`config.mk`:
```
export PLATFORM = sky130hd
export DESIGN_NAME = slot_repair_ctrl
export DESIGN_NICKNAME = d
export VERILOG_FILES = /design/src/rtl/srr_pkg.sv /design/src/rtl/srr_slot_map.sv /design/src/rtl/srr_free_pick.sv /design/src/rtl/srr_wait_timer.sv /design/src/rtl/slot_repair_ctrl.sv
export SDC_FILE = /design/constraint.sdc
export NUM_CORES = 1
export LEC_CHECK = 0
export ABC_CLOCK_PERIOD_IN_PS = 4900
export BUFFER_PORTS_ARGS = -buffer_cell sky130_fd_sc_hd__buf_2
export CAP_MARGIN = 10
export CORE_MARGIN = 4
export CORE_UTILIZATION = 31
export CTS_BUF_LIST = sky130_fd_sc_hd__clkbuf_4 sky130_fd_sc_hd__clkbuf_8
export DETAILED_ROUTE_END_ITERATION = 7
export PLACE_DENSITY_LB_ADDON = 0.15
export SKIP_CTS_REPAIR_TIMING = 1
export SYNTH_ARGS = -nofsm -noshare
export SYNTH_HDL_FRONTEND = slang
export SYNTH_SLANG_ARGS = --single-unit
export TNS_END_PERCENT = 5
```
`constraint.sdc`:
```
create_clock -name clk -period 4.9 [get_ports clk]
set_input_delay 0.49 -clock clk [delete_from_list [all_inputs] [get_ports clk]]
set_output_delay 0.49 -clock clk [all_outputs]
set_load 0.005 [all_outputs]
```
`src/rtl/srr_pkg.sv`:
```
package srr_pkg;
  typedef enum logic [3:0] {
    ST_IDLE, ST_LOCATE, ST_CFG_NEW, ST_MODE, ST_CFG_TEST,
    ST_BIST, ST_RST, ST_SYNC, ST_DONE, ST_NOSLOT, ST_ABORT
  } srr_state_e;

  typedef enum logic [1:0] {
    SL_FREE = 2'd0,
    SL_BUSY = 2'd1,
    SL_BAD  = 2'd2
  } slot_stat_e;
endpackage

```
`src/rtl/srr_slot_map.sv`:
```
module srr_slot_map
  import srr_pkg::*;
#(
  parameter int N_SLOTS = 4,
  parameter int SLOT_W = 2,
  parameter logic [N_SLOTS-1:0] INIT_BUSY = '0
) (
  input  logic               clk,
  input  logic               rst_n,
  input  logic               wr_en,
  input  logic [SLOT_W-1:0]  wr_idx,
  input  slot_stat_e         wr_stat,
  output logic [N_SLOTS-1:0] free_mask,
  output logic [N_SLOTS-1:0] bad_mask
);
  for (genvar g = 0; g < N_SLOTS; g++) begin : g_slot
    slot_stat_e stat_q;
    always_ff @(posedge clk or negedge rst_n) begin
      if (!rst_n) stat_q <= INIT_BUSY[g] ? SL_BUSY : SL_FREE;
      else if (wr_en && (int'(wr_idx) == g) && (stat_q != SL_BAD)) stat_q <= wr_stat;
    end
    assign free_mask[g] = (stat_q == SL_FREE);
    assign bad_mask[g]  = (stat_q == SL_BAD);
  end
endmodule

```
`src/rtl/srr_free_pick.sv`:
```
module srr_free_pick #(
  parameter int N_SLOTS = 4,
  parameter int SLOT_W = 2
) (
  input  logic [N_SLOTS-1:0] free_mask,
  output logic               found,
  output logic [SLOT_W-1:0]  idx
);
  always_comb begin
    found = 1'b0;
    idx   = '0;
    for (int i = N_SLOTS - 1; i >= 0; i--) begin
      if (free_mask[i]) begin
        found = 1'b1;
        idx   = SLOT_W'(i);
      end
    end
  end
endmodule

```
`src/rtl/srr_wait_timer.sv`:
```
module srr_wait_timer #(
  parameter int TIMEOUT = 64
) (
  input  logic clk,
  input  logic rst_n,
  input  logic clr,
  output logic expired
);
  localparam int CW = (TIMEOUT > 1) ? $clog2(TIMEOUT) : 1;
  localparam logic [CW-1:0] LAST = CW'(TIMEOUT - 1);
  logic [CW-1:0] cnt_q;

  always_ff @(posedge clk or negedge rst_n) begin
    if (!rst_n) cnt_q <= '0;
    else if (clr) cnt_q <= '0;
    else if (cnt_q != LAST) cnt_q <= cnt_q + 1'b1;
  end

  assign expired = (cnt_q == LAST);
endmodule

```
`src/rtl/slot_repair_ctrl.sv`:
```
module slot_repair_ctrl
  import srr_pkg::*;
#(
  parameter int N_SLOTS = 4,
  parameter int TIMEOUT = 64,
  parameter logic [N_SLOTS-1:0] INIT_BUSY = 4'b0011,
  parameter int SLOT_W = (N_SLOTS > 1) ? $clog2(N_SLOTS) : 1
) (
  input  logic               clk,
  input  logic               rst_n,
  input  logic               flt_valid,
  output logic               flt_ready,
  input  logic [SLOT_W-1:0]  flt_slot,
  input  logic               flt_perm,
  output logic               comm_pause,
  output logic               cfg_req,
  output logic [SLOT_W-1:0]  cfg_slot,
  output logic               cfg_test_img,
  input  logic               cfg_done,
  output logic               mode_switch,
  output logic [SLOT_W-1:0]  mode_old_slot,
  output logic [SLOT_W-1:0]  mode_new_slot,
  output logic               bist_req,
  output logic [SLOT_W-1:0]  bist_slot,
  input  logic               bist_done,
  input  logic               bist_pass,
  output logic               unit_rst,
  output logic [SLOT_W-1:0]  unit_slot,
  output logic               sync_req,
  input  logic               sync_done,
  output logic               repair_ok,
  output logic               unrecoverable,
  output logic               abort,
  output logic [N_SLOTS-1:0] slot_free,
  output logic [N_SLOTS-1:0] slot_bad
);
  srr_state_e state_q, state_d;
  logic [SLOT_W-1:0] fault_q, tgt_q;
  logic perm_q;
  logic pick_found, expired, waiting;
  logic [SLOT_W-1:0] pick_idx;
  logic map_wr;
  logic [SLOT_W-1:0] map_idx;
  slot_stat_e map_stat;

  srr_slot_map #(.N_SLOTS(N_SLOTS), .SLOT_W(SLOT_W), .INIT_BUSY(INIT_BUSY)) u_map (
    .clk(clk), .rst_n(rst_n), .wr_en(map_wr), .wr_idx(map_idx), .wr_stat(map_stat),
    .free_mask(slot_free), .bad_mask(slot_bad)
  );

  srr_free_pick #(.N_SLOTS(N_SLOTS), .SLOT_W(SLOT_W)) u_pick (
    .free_mask(slot_free), .found(pick_found), .idx(pick_idx)
  );

  assign waiting = (state_q == ST_CFG_NEW) || (state_q == ST_CFG_TEST) ||
                   (state_q == ST_BIST) || (state_q == ST_SYNC);

  srr_wait_timer #(.TIMEOUT(TIMEOUT)) u_timer (
    .clk(clk), .rst_n(rst_n), .clr(!waiting || (state_d != state_q)), .expired(expired)
  );

  always_comb begin
    state_d = state_q;
    unique case (state_q)
      ST_IDLE:     if (flt_valid) state_d = ST_LOCATE;
      ST_LOCATE:   if (!perm_q || pick_found) state_d = ST_CFG_NEW;
                   else state_d = ST_NOSLOT;
      ST_CFG_NEW:  if (cfg_done) state_d = perm_q ? ST_MODE : ST_RST;
                   else if (expired) state_d = ST_ABORT;
      ST_MODE:     state_d = ST_CFG_TEST;
      ST_CFG_TEST: if (cfg_done) state_d = ST_BIST;
                   else if (expired) state_d = ST_ABORT;
      ST_BIST:     if (bist_done) state_d = ST_RST;
                   else if (expired) state_d = ST_ABORT;
      ST_RST:      state_d = ST_SYNC;
      ST_SYNC:     if (sync_done) state_d = ST_DONE;
                   else if (expired) state_d = ST_ABORT;
      default:     state_d = ST_IDLE;
    endcase
  end

  always_ff @(posedge clk or negedge rst_n) begin
    if (!rst_n) begin
      state_q <= ST_IDLE;
      fault_q <= '0;
      tgt_q   <= '0;
      perm_q  <= 1'b0;
    end else begin
      state_q <= state_d;
      if (state_q == ST_IDLE && flt_valid) begin
        fault_q <= flt_slot;
        perm_q  <= flt_perm;
      end
      if (state_q == ST_LOCATE) tgt_q <= perm_q ? pick_idx : fault_q;
    end
  end

  always_comb begin
    map_wr   = 1'b0;
    map_idx  = tgt_q;
    map_stat = SL_BUSY;
    if (state_q == ST_CFG_NEW && cfg_done && perm_q) begin
      map_wr = 1'b1;
    end else if (state_q == ST_BIST && bist_done) begin
      map_wr   = 1'b1;
      map_idx  = fault_q;
      map_stat = bist_pass ? SL_FREE : SL_BAD;
    end
  end

  assign flt_ready     = (state_q == ST_IDLE);
  assign comm_pause    = (state_q != ST_IDLE);
  assign cfg_req       = (state_q == ST_CFG_NEW) || (state_q == ST_CFG_TEST);
  assign cfg_test_img  = (state_q == ST_CFG_TEST);
  assign cfg_slot      = (state_q == ST_CFG_TEST) ? fault_q : tgt_q;
  assign mode_switch   = (state_q == ST_MODE);
  assign mode_old_slot = fault_q;
  assign mode_new_slot = tgt_q;
  assign bist_req      = (state_q == ST_BIST);
  assign bist_slot     = fault_q;
  assign unit_rst      = (state_q == ST_RST);
  assign unit_slot     = tgt_q;
  assign sync_req      = (state_q == ST_SYNC);
  assign repair_ok     = (state_q == ST_DONE);
  assign unrecoverable = (state_q == ST_NOSLOT);
  assign abort         = (state_q == ST_ABORT);
endmodule

```
==> results.ini, run 1 <==
[outcome]
outcome=finished clean

[worst_hold_path]
hp-class=input pin to asynchronous set/reset pin

[cts]
clockBufferDepth=2
clockRootBuffer=clkbuf_8
path_clk_slew_ns=0.09
numCtsBuffers=3
worstSkewPairLatency_ns=0.27
htree_num_levels=1
cts_tree=built
cts_sinks=23

[setup_path]
cp_data_arrival_time_ns=2.82
cp-start-kind=flop
path_cells=nor4bb_1 -> a21oi_1 -> or4_1 -> a311o_1
crit_required_ns=5.06
cp-end-kind=flop
cp_max_fo=19
critical_path_class=flop to flop
crit_family=simple AND/OR/NAND/NOR gates
cpPeakStageDelay_ns=0.85
slowest_stage=nor4bb_1
r2r_slack_ns=2.25
path_buf_inv=0

[timing]
finalSetupViolCount=0
fin_crit_sh=0.542
finalClockSkew_ns=0.00404
max_freq_ghz=0.377
hold_violations=0
drv_slew=0
rsz0062_at_grt=no
final.setup.tns_ns=0
relSlewSlack=0.402
period_needed_ns=2.65
worst_slew_pin_slew_ns=0.885

[detailed_routing]
initialDrtViolationCount=61
drc=0
routed_wl_um=4080
vias=1447
wl_per_cell_um=14.7
drt_pass1_iterations=4
via_per_inst=5.22
ant_nets=0

[floorplanning]
start_util=0.326
die_area_um2=6310
io_pins=39
die_w_um=79.5
fp-row-count=25
die_h_um=79.5
core_area_um2=4850

[synth]
syn_avg_cell_area_um2=8.79
synth-seq-cells=23
seq_area_frac_synth=0.365
synth_top_flop_cell=dfrtp_1
syn-cell-area_um2=1580
synthCells=180
synth_nets=191
synth_top_area_cell=dfrtp_1
synth_top_cells_by_area=dfrtp_1, nor2_1, mux2_2, dfstp_2, nand2_1
ys_types=55
synth_top_area_frac=0.332
synth-edff-count=0
synth_warnings=0
synthArstFlopShare=1.00

[final_layout]
syn_to_final_growth_pct=15.8
finish.utilization=0.378
multi_input_area_um2=905
seq_area_um2=578
fill_cells=513
layout-drive-gt1-share=0.290
diodes=0
nNetsFinal=222

[power_and_ir_drop]
swShare=0.449
clkPwrFrac=0.128
power.density_nw_per_um2=531
p_leak_nw=0.752
p_switching_mw=0.437
ir_drop_mv=0.207
pwr-share-comb=0.483
p_seq_frac=0.389
p_int_mw=0.536

[placement]
place_congestion=0.832
hpwl_um=3060
io_buffer_count=38

[grt]
overflow=0
grt_pass1_wl_um=6820
grt_max_degree=24
antenna_found_initial=0
first_global_vias=1327
grt_use_total=0.137

[job]
cap_viol_max_count=0

## layout make-up
| type | count | area share |
|---|---|---|
| well taps | 67 | 0.0457 |
| multi-input cells | 137 | 0.494 |
| flip-flops and latches | 23 | 0.315 |
| repair buffers | 38 | 0.104 |
| clock inverters | 1 | 0.00273 |
| clock buffers | 3 | 0.0225 |
| inverters | 8 | 0.0164 |
## placed cells by master (no fill, tap or decap), types with 3 or more instances in the layout
cell type	n
buf_2	38
nor2_1	24
dfrtp_1	21
nand2_1	14
o21ai_0	9
nor3_1	8
inv_1	8
a21oi_1	8
a31oi_1	6
nand3_1	5
nor2b_1	5
mux2_2	5
o22ai_1	4
nor4_1	3
or2_2	3
or3_1	3
clkbuf_8	3
## final timing paths
| kind | start | to | cells after the start |
|---|---|---|---|
| min reg2reg | u_timer.cnt_q[4] | u_timer.cnt_q[4] | 1 |
| min in group clk | flt_perm | perm_q | 2 |
| min | rst_n | u_map.g_slot[3].stat_q[1] | 1 |
| max | state_q[2] | u_map.g_slot[2].stat_q[1] | 4 |
| max in group asynchronous | rst_n | u_map.g_slot[1].stat_q[0] | 1 |
| max reg2reg | state_q[2] | u_map.g_slot[2].stat_q[1] | 4 |
## state kept, by name (all words and copies together) (netlist names)
signal,cells
perm_q,1
state_q,4
u_map.g_slot.stat_q,8
bist_slot,2
mode_new_slot,2
u_timer.cnt_q,6
## synthesized netlist by cell type, types with 2 or more instances
library cell and n:
nor2_1 24, dfrtp_1 21, nand2_1 14, o21ai_0 9, a21oi_1 8, inv_1 8, nor3_1 8, a31oi_1 6
mux2_2 5, nand3_1 5, nor2b_1 5, buf_4 4, clkbuf_1 4, o22ai_1 4, nor4_1 3, or2_2 3
or3_1 3, a211o_1 2, buf_2 2, dfstp_2 2, nand2b_1 2, o221ai_1 2, or4_1 2, xnor2_1 2
xor2_1 2
## logic make-up (layout without fill, tap and decap cells)
logic type	after synthesis	after routing	synth area share
AND/OR/NAND/NOR	82	82	0.298
adder cells (fa/ha/maj)	1	1	0.00790
multiplexers	6	6	0.0419
flip-flops	23	23	0.365
AO/OA/AOI/OAI	44	44	0.202
buffers and inverters	20	50	0.0632
XOR/XNOR	4	4	0.0221
## routing by layer
layer | wire length [µm] | global-route usage | up-vias
li1 | - | - | 725
met1 | 2070 | 0.202 | 685
met2 | 1800 | 0.200 | 33
met3 | 167 | 0.0260 | 4
met4 | 46 | 0.0412 | 0
met5 | 0 | 0 | -
## metrics by stage
stage / instance area (µm²) / power, mW / std cells / worst slack, ns / hold WS (ns)
6_report: 1830 / 0.974 / 277 / 2.25 / 0.190
5_1_grt: 1830 / 1.07 / 277 / 1.98 / 0.231
4_1_cts: 1830 / 0.985 / 277 / 2.21 / 0.207
3_5_place_dp: 1790 / 0.858 / 273 / 2.26 / 0.499
3_3_place_gp: 1790 / 0.861 / 273 / 2.35 / 0.510
2_1_floorplan: 1580 / 0.714 / 180 / 2.96 / 0.194
## power by group through the flow
| stage | logic (mW) | clock network, mW | registers, mW |
|---|---|---|---|
| finish | 0.470 | 0.124 | 0.379 |
| global route | 0.534 | 0.134 | 0.401 |
| CTS | 0.477 | 0.129 | 0.379 |
| detailed placement | 0.476 | 0 | 0.383 |
| global placement | 0.479 | 0 | 0.382 |
| floorplan | 0.413 | 0 | 0.300 |
No activity file was read; power rests on OpenSTA's default activity.
==> inputs of run 2 (changes only) <==
- ABC_CLOCK_PERIOD_IN_PS: 4900 -> 2290
- clock period: 4.9 -> 2.29 ns (I/O delays scaled with it)
==> results.ini, run 2 (synthesized netlist as in run 1, its figures left out) <==
[outcome]
outcome=finished clean

[setup_path]
cp-start-kind=flop
path_buf_inv=3
cp-end-kind=output port
r2r_slack_ns=0.24
slowest_stage=dfrtp_1
r2r_start=state_q[3]
critical_path_class=flop to output port
path_cells=buf_4 -> nand2b_1 -> nor3_1 -> buf_4 -> mux2_2 -> buf_2
r2r_cells=6
cp_data_arrival_time_ns=1.93
cpPeakStageDelay_ns=0.53
cp_max_fo=12
crit_family=flip-flops
crit_required_ns=2.06
crit_top_cell=buf_4
reg2reg_to=u_timer.cnt_q[5]

[final_layout]
largest_reg_flops=8
fill_cells=498
syn_to_final_growth_pct=22.3
multi_input_area_um2=905
final_area_um2=1940
layout-drive-gt1-share=0.327
nNetsFinal=235
seq_area_um2=578
diodes=0
final_cell_mix=buf_2, nor2_1, dfrtp_1, nand2_1, buf_4
reg_top3=u_map.g_slot.stat_q (8), u_timer.cnt_q (6), state_q (4)
top_register=u_map.g_slot.stat_q
layout_commonest_cell=buf_2

[cts]
worstSkewPairLatency_ns=0.27
cts_tree=built
clockBufferDepth=2
clockRootBuffer=clkbuf_8
cts_sinks=23
numCtsBuffers=3
path_clk_slew_ns=0.09
htree_num_levels=1

[power_and_ir_drop]
power.density_nw_per_um2=1150
total_power_mw=2.22
p_leak_nw=0.819
ir_drop_mv=0.415

[grt]
grt_max_degree=24
first_global_vias=1323
grt_pass1_wl_um=6980
overflow=0
grt_use_total=0.140
antenna_found_initial=0

[timing]
fin_crit_sh=0.941
holdWs_ns=0.182
drv_slew=0
max_freq_ghz=0.464
period_needed_ns=2.16
relSlewSlack=0.630
hold_violations=0
finalSetupViolCount=0
rsz0062_at_grt=no
worst_slew_pin_slew_ns=0.555
finalClockSkew_ns=0.00808
final.setup.tns_ns=0

[floorplanning]
die_area_um2=6310
fp-row-count=25
die_w_um=79.5
io_pins=39
core_area_um2=4850
start_util=0.326
die_h_um=79.5

[detailed_routing]
via_per_inst=5.23
drt_pass1_iterations=4
drc=0
routed_wl_um=4180
wl_per_cell_um=14.4
vias=1516
ant_nets=0
initialDrtViolationCount=149

[placement]
io_buffer_count=38
placed_area_um2=1880
place_congestion=0.791
hpwl_um=3210

[worst_hold_path]
min_to=bist_slot[0]
hold_start=flt_slot[0]
min_path_cells=2
hp-class=input pin to flop

[job]
cap_viol_max_count=0

run 2: cell count changes in the layout (fill, tap and decap cells not counted), sizes merged:
| cell | delta |
|---|---|
| clkinv | -1 |
| clkbuf | +1 |
| dlygate4sd3 | +1 |
| buf | +12 |
run 2: through the flow:
stage | util | worst slack (ns) | instances
final | 0.399 | 0.134 | 290
after global routing | 0.399 | 0.00853 | 290
after global placement | 0.387 | 0.245 | 285
after CTS | 0.397 | 0.120 | 289
after detailed placement | 0.387 | 0.247 | 285
after floorplan | - | 0.347 | 180
run 2: layout make-up:
| cell class | count | area share |
|---|---|---|
| Sequential cell | 23 | 0.299 |
| Tap cell | 67 | 0.0433 |
| Timing Repair Buffer | 51 | 0.150 |
| Inverter | 8 | 0.0155 |
| Clock buffer | 4 | 0.0252 |
| Multi-Input combinational cell | 137 | 0.467 |
run 2: report_power, final:
| group | internal (mW) | switching [mW] |
|---|---|---|
| registers | 0.520 | 0.177 |
| clock network | 0.136 | 0.139 |
| logic | 0.608 | 0.639 |
| total | 1.26 | 0.955 |
run 2: worst max-delay path by stage:
| stage | slack [ns] | end | from | cells after the start |
|---|---|---|---|---|
| finish | 0.13 | cfg_slot[0] | state_q[2] | 6 |
| global route | 0.009 | cfg_slot[0] | state_q[2] | 6 |
| CTS | 0.12 | cfg_slot[0] | state_q[2] | 6 |
| detailed placement | 0.25 | u_timer.cnt_q[5] | state_q[3] | 6 |
| global placement | 0.25 | u_timer.cnt_q[5] | state_q[3] | 6 |
| floorplan | 0.35 | u_map.g_slot[2].stat_q[1] | state_q[0] | 4 |
run 2: routing by layer:
metal  track usage  routed length [µm]  vias to the layer above
met1         0.211                2020                      713
met4        0.0309                  22                        0
met2         0.206                1890                       53
li1              -                   -                      748
met5             0                   0                        -
met3        0.0248                 248                        2
run 2: worst reg2reg max path: cells and delay by family, from the launching register on:
family          cells  cell delay [ns]
buf+inv             1             0.20
simple gates        4             1.22
compound gates      1             0.12
flops               1             0.44
==> inputs of run 3 (changes only) <==
- CORE_UTILIZATION: 31 -> 50
- CTS_CLUSTER_SIZE: unset -> 28
==> results.ini, run 3 (synthesized netlist as in run 1, its figures left out) <==
[detailed_routing]
routed_wl_um=4210
wl_per_cell_um=15.9
vias=1552
via_per_inst=5.88
drt_pass1_iterations=4
ant_nets=0
drc=0
initialDrtViolationCount=76

[cts]
worstSkewPairLatency_ns=0.31
cts_sinks=23
clockBufferDepth=2
cts_tree=built
numCtsBuffers=3
path_clk_slew_ns=0.14
htree_num_levels=1
clockRootBuffer=clkbuf_4

[outcome]
outcome=finished clean

[setup_path]
crit_required_ns=2.06
cp-end-kind=output port
worstSetupStartpoint=state_q[2]
r2r_start=state_q[2]
cp_data_arrival_time_ns=1.91
critical_path_class=flop to output port
cp-start-kind=flop
cp_max_fo=13
r2r_cells=6

[floorplanning]
fp-row-count=20
start_util=0.518
io_pins=39
die_area_um2=4130
core_area_um2=3050
die_w_um=64.3
die_h_um=64.3

[timing]
rsz0062_at_grt=no
max_freq_ghz=0.467
final.setup.tns_ns=0
finalClockSkew_ns=0.00763
period_needed_ns=2.14
relSlewSlack=0.532
drv_slew=0
hold_violations=0
worst_slew_pin_slew_ns=0.695
holdWs_ns=0.141
fin_crit_sh=0.936
finalSetupViolCount=0

[grt]
antenna_found_initial=0
grt_pass1_wl_um=7180
grt_use_total=0.216
first_global_vias=1552
grt_max_degree=24
overflow=0

[power_and_ir_drop]
power.density_nw_per_um2=1150
total_power_mw=2.16
ir_drop_mv=0.638
p_leak_nw=0.798

[worst_hold_path]
hp-class=input pin to flop
min_path_cells=2
hold_start=bist_pass

[final_layout]
syn_to_final_growth_pct=18.6
layout-drive-gt1-share=0.327
reg_top3=u_map.g_slot.stat_q (8), u_timer.cnt_q (6), state_q (4)
nNetsFinal=232
finish.utilization=0.615
final_cell_count_no_fill=264
largest_reg_flops=8
final_cell_mix=buf_2, nor2_1, dfrtp_1, nand2_1
top_register=u_map.g_slot.stat_q
diodes=0
layout_commonest_cell=buf_2

[placement]
io_buffer_count=38
place_congestion=0.869
dp_cells=259
hpwl_um=3240

[job]
cap_viol_max_count=0

==> run 3: layer usage <==
layer  track usage  routed length [µm]  share of wire
met5             0                   0              0
met4        0.0449                  29         0.0069
met3        0.0422                 271          0.064
met2         0.357                1990           0.47
met1         0.292                1920           0.46
==> run 3: final timing paths <==
kind / to / slack [ns]
max: cfg_slot[1] / 0.15
min: u_map.g_slot[1].stat_q[1] / 0.14
max reg2reg: u_map.g_slot[2].stat_q[1] / 0.20
min reg2reg: u_timer.cnt_q[4] / 0.54
max in group asynchronous: u_map.g_slot[1].stat_q[0] / 1.52
min in group asynchronous: u_map.g_slot[0].stat_q[1] / 0.40
==> run 3: through the flow <==
step | area (µm²) | setup slack [ns]
3_3_place_gp | 1830 | 0.297
2_1_floorplan | 1580 | 0.347
5_1_grt | 1880 | 0.0124
4_1_cts | 1860 | 0.0844
6_report | 1880 | 0.147
3_5_place_dp | 1830 | 0.224
==> run 3: layout make-up <==
class                      instances  area [µm²]
fill                             301        1180
multi-input combinational        137         916
sequential                        23         578
timing repair buffer              48         268
tap                               44        55.1
clock buffer                       4        30.0
inverter                           8        30.0
==> run 3: worst max-delay path, stage by stage, from the launching register on <==
cell and delay [ns]:
dfrtp_1 0.53, buf_4 0.25, nand2b_1 0.14, nor3_2 0.20, mux2_2 0.36, buf_2 0.13
==> run 3: power by group <==
part,internal (mW),total (mW),switching [mW]
clock,0.0799,0.208,0.128
combinational,0.583,1.24,0.659
sequential,0.519,0.705,0.186
total,1.18,2.16,0.973
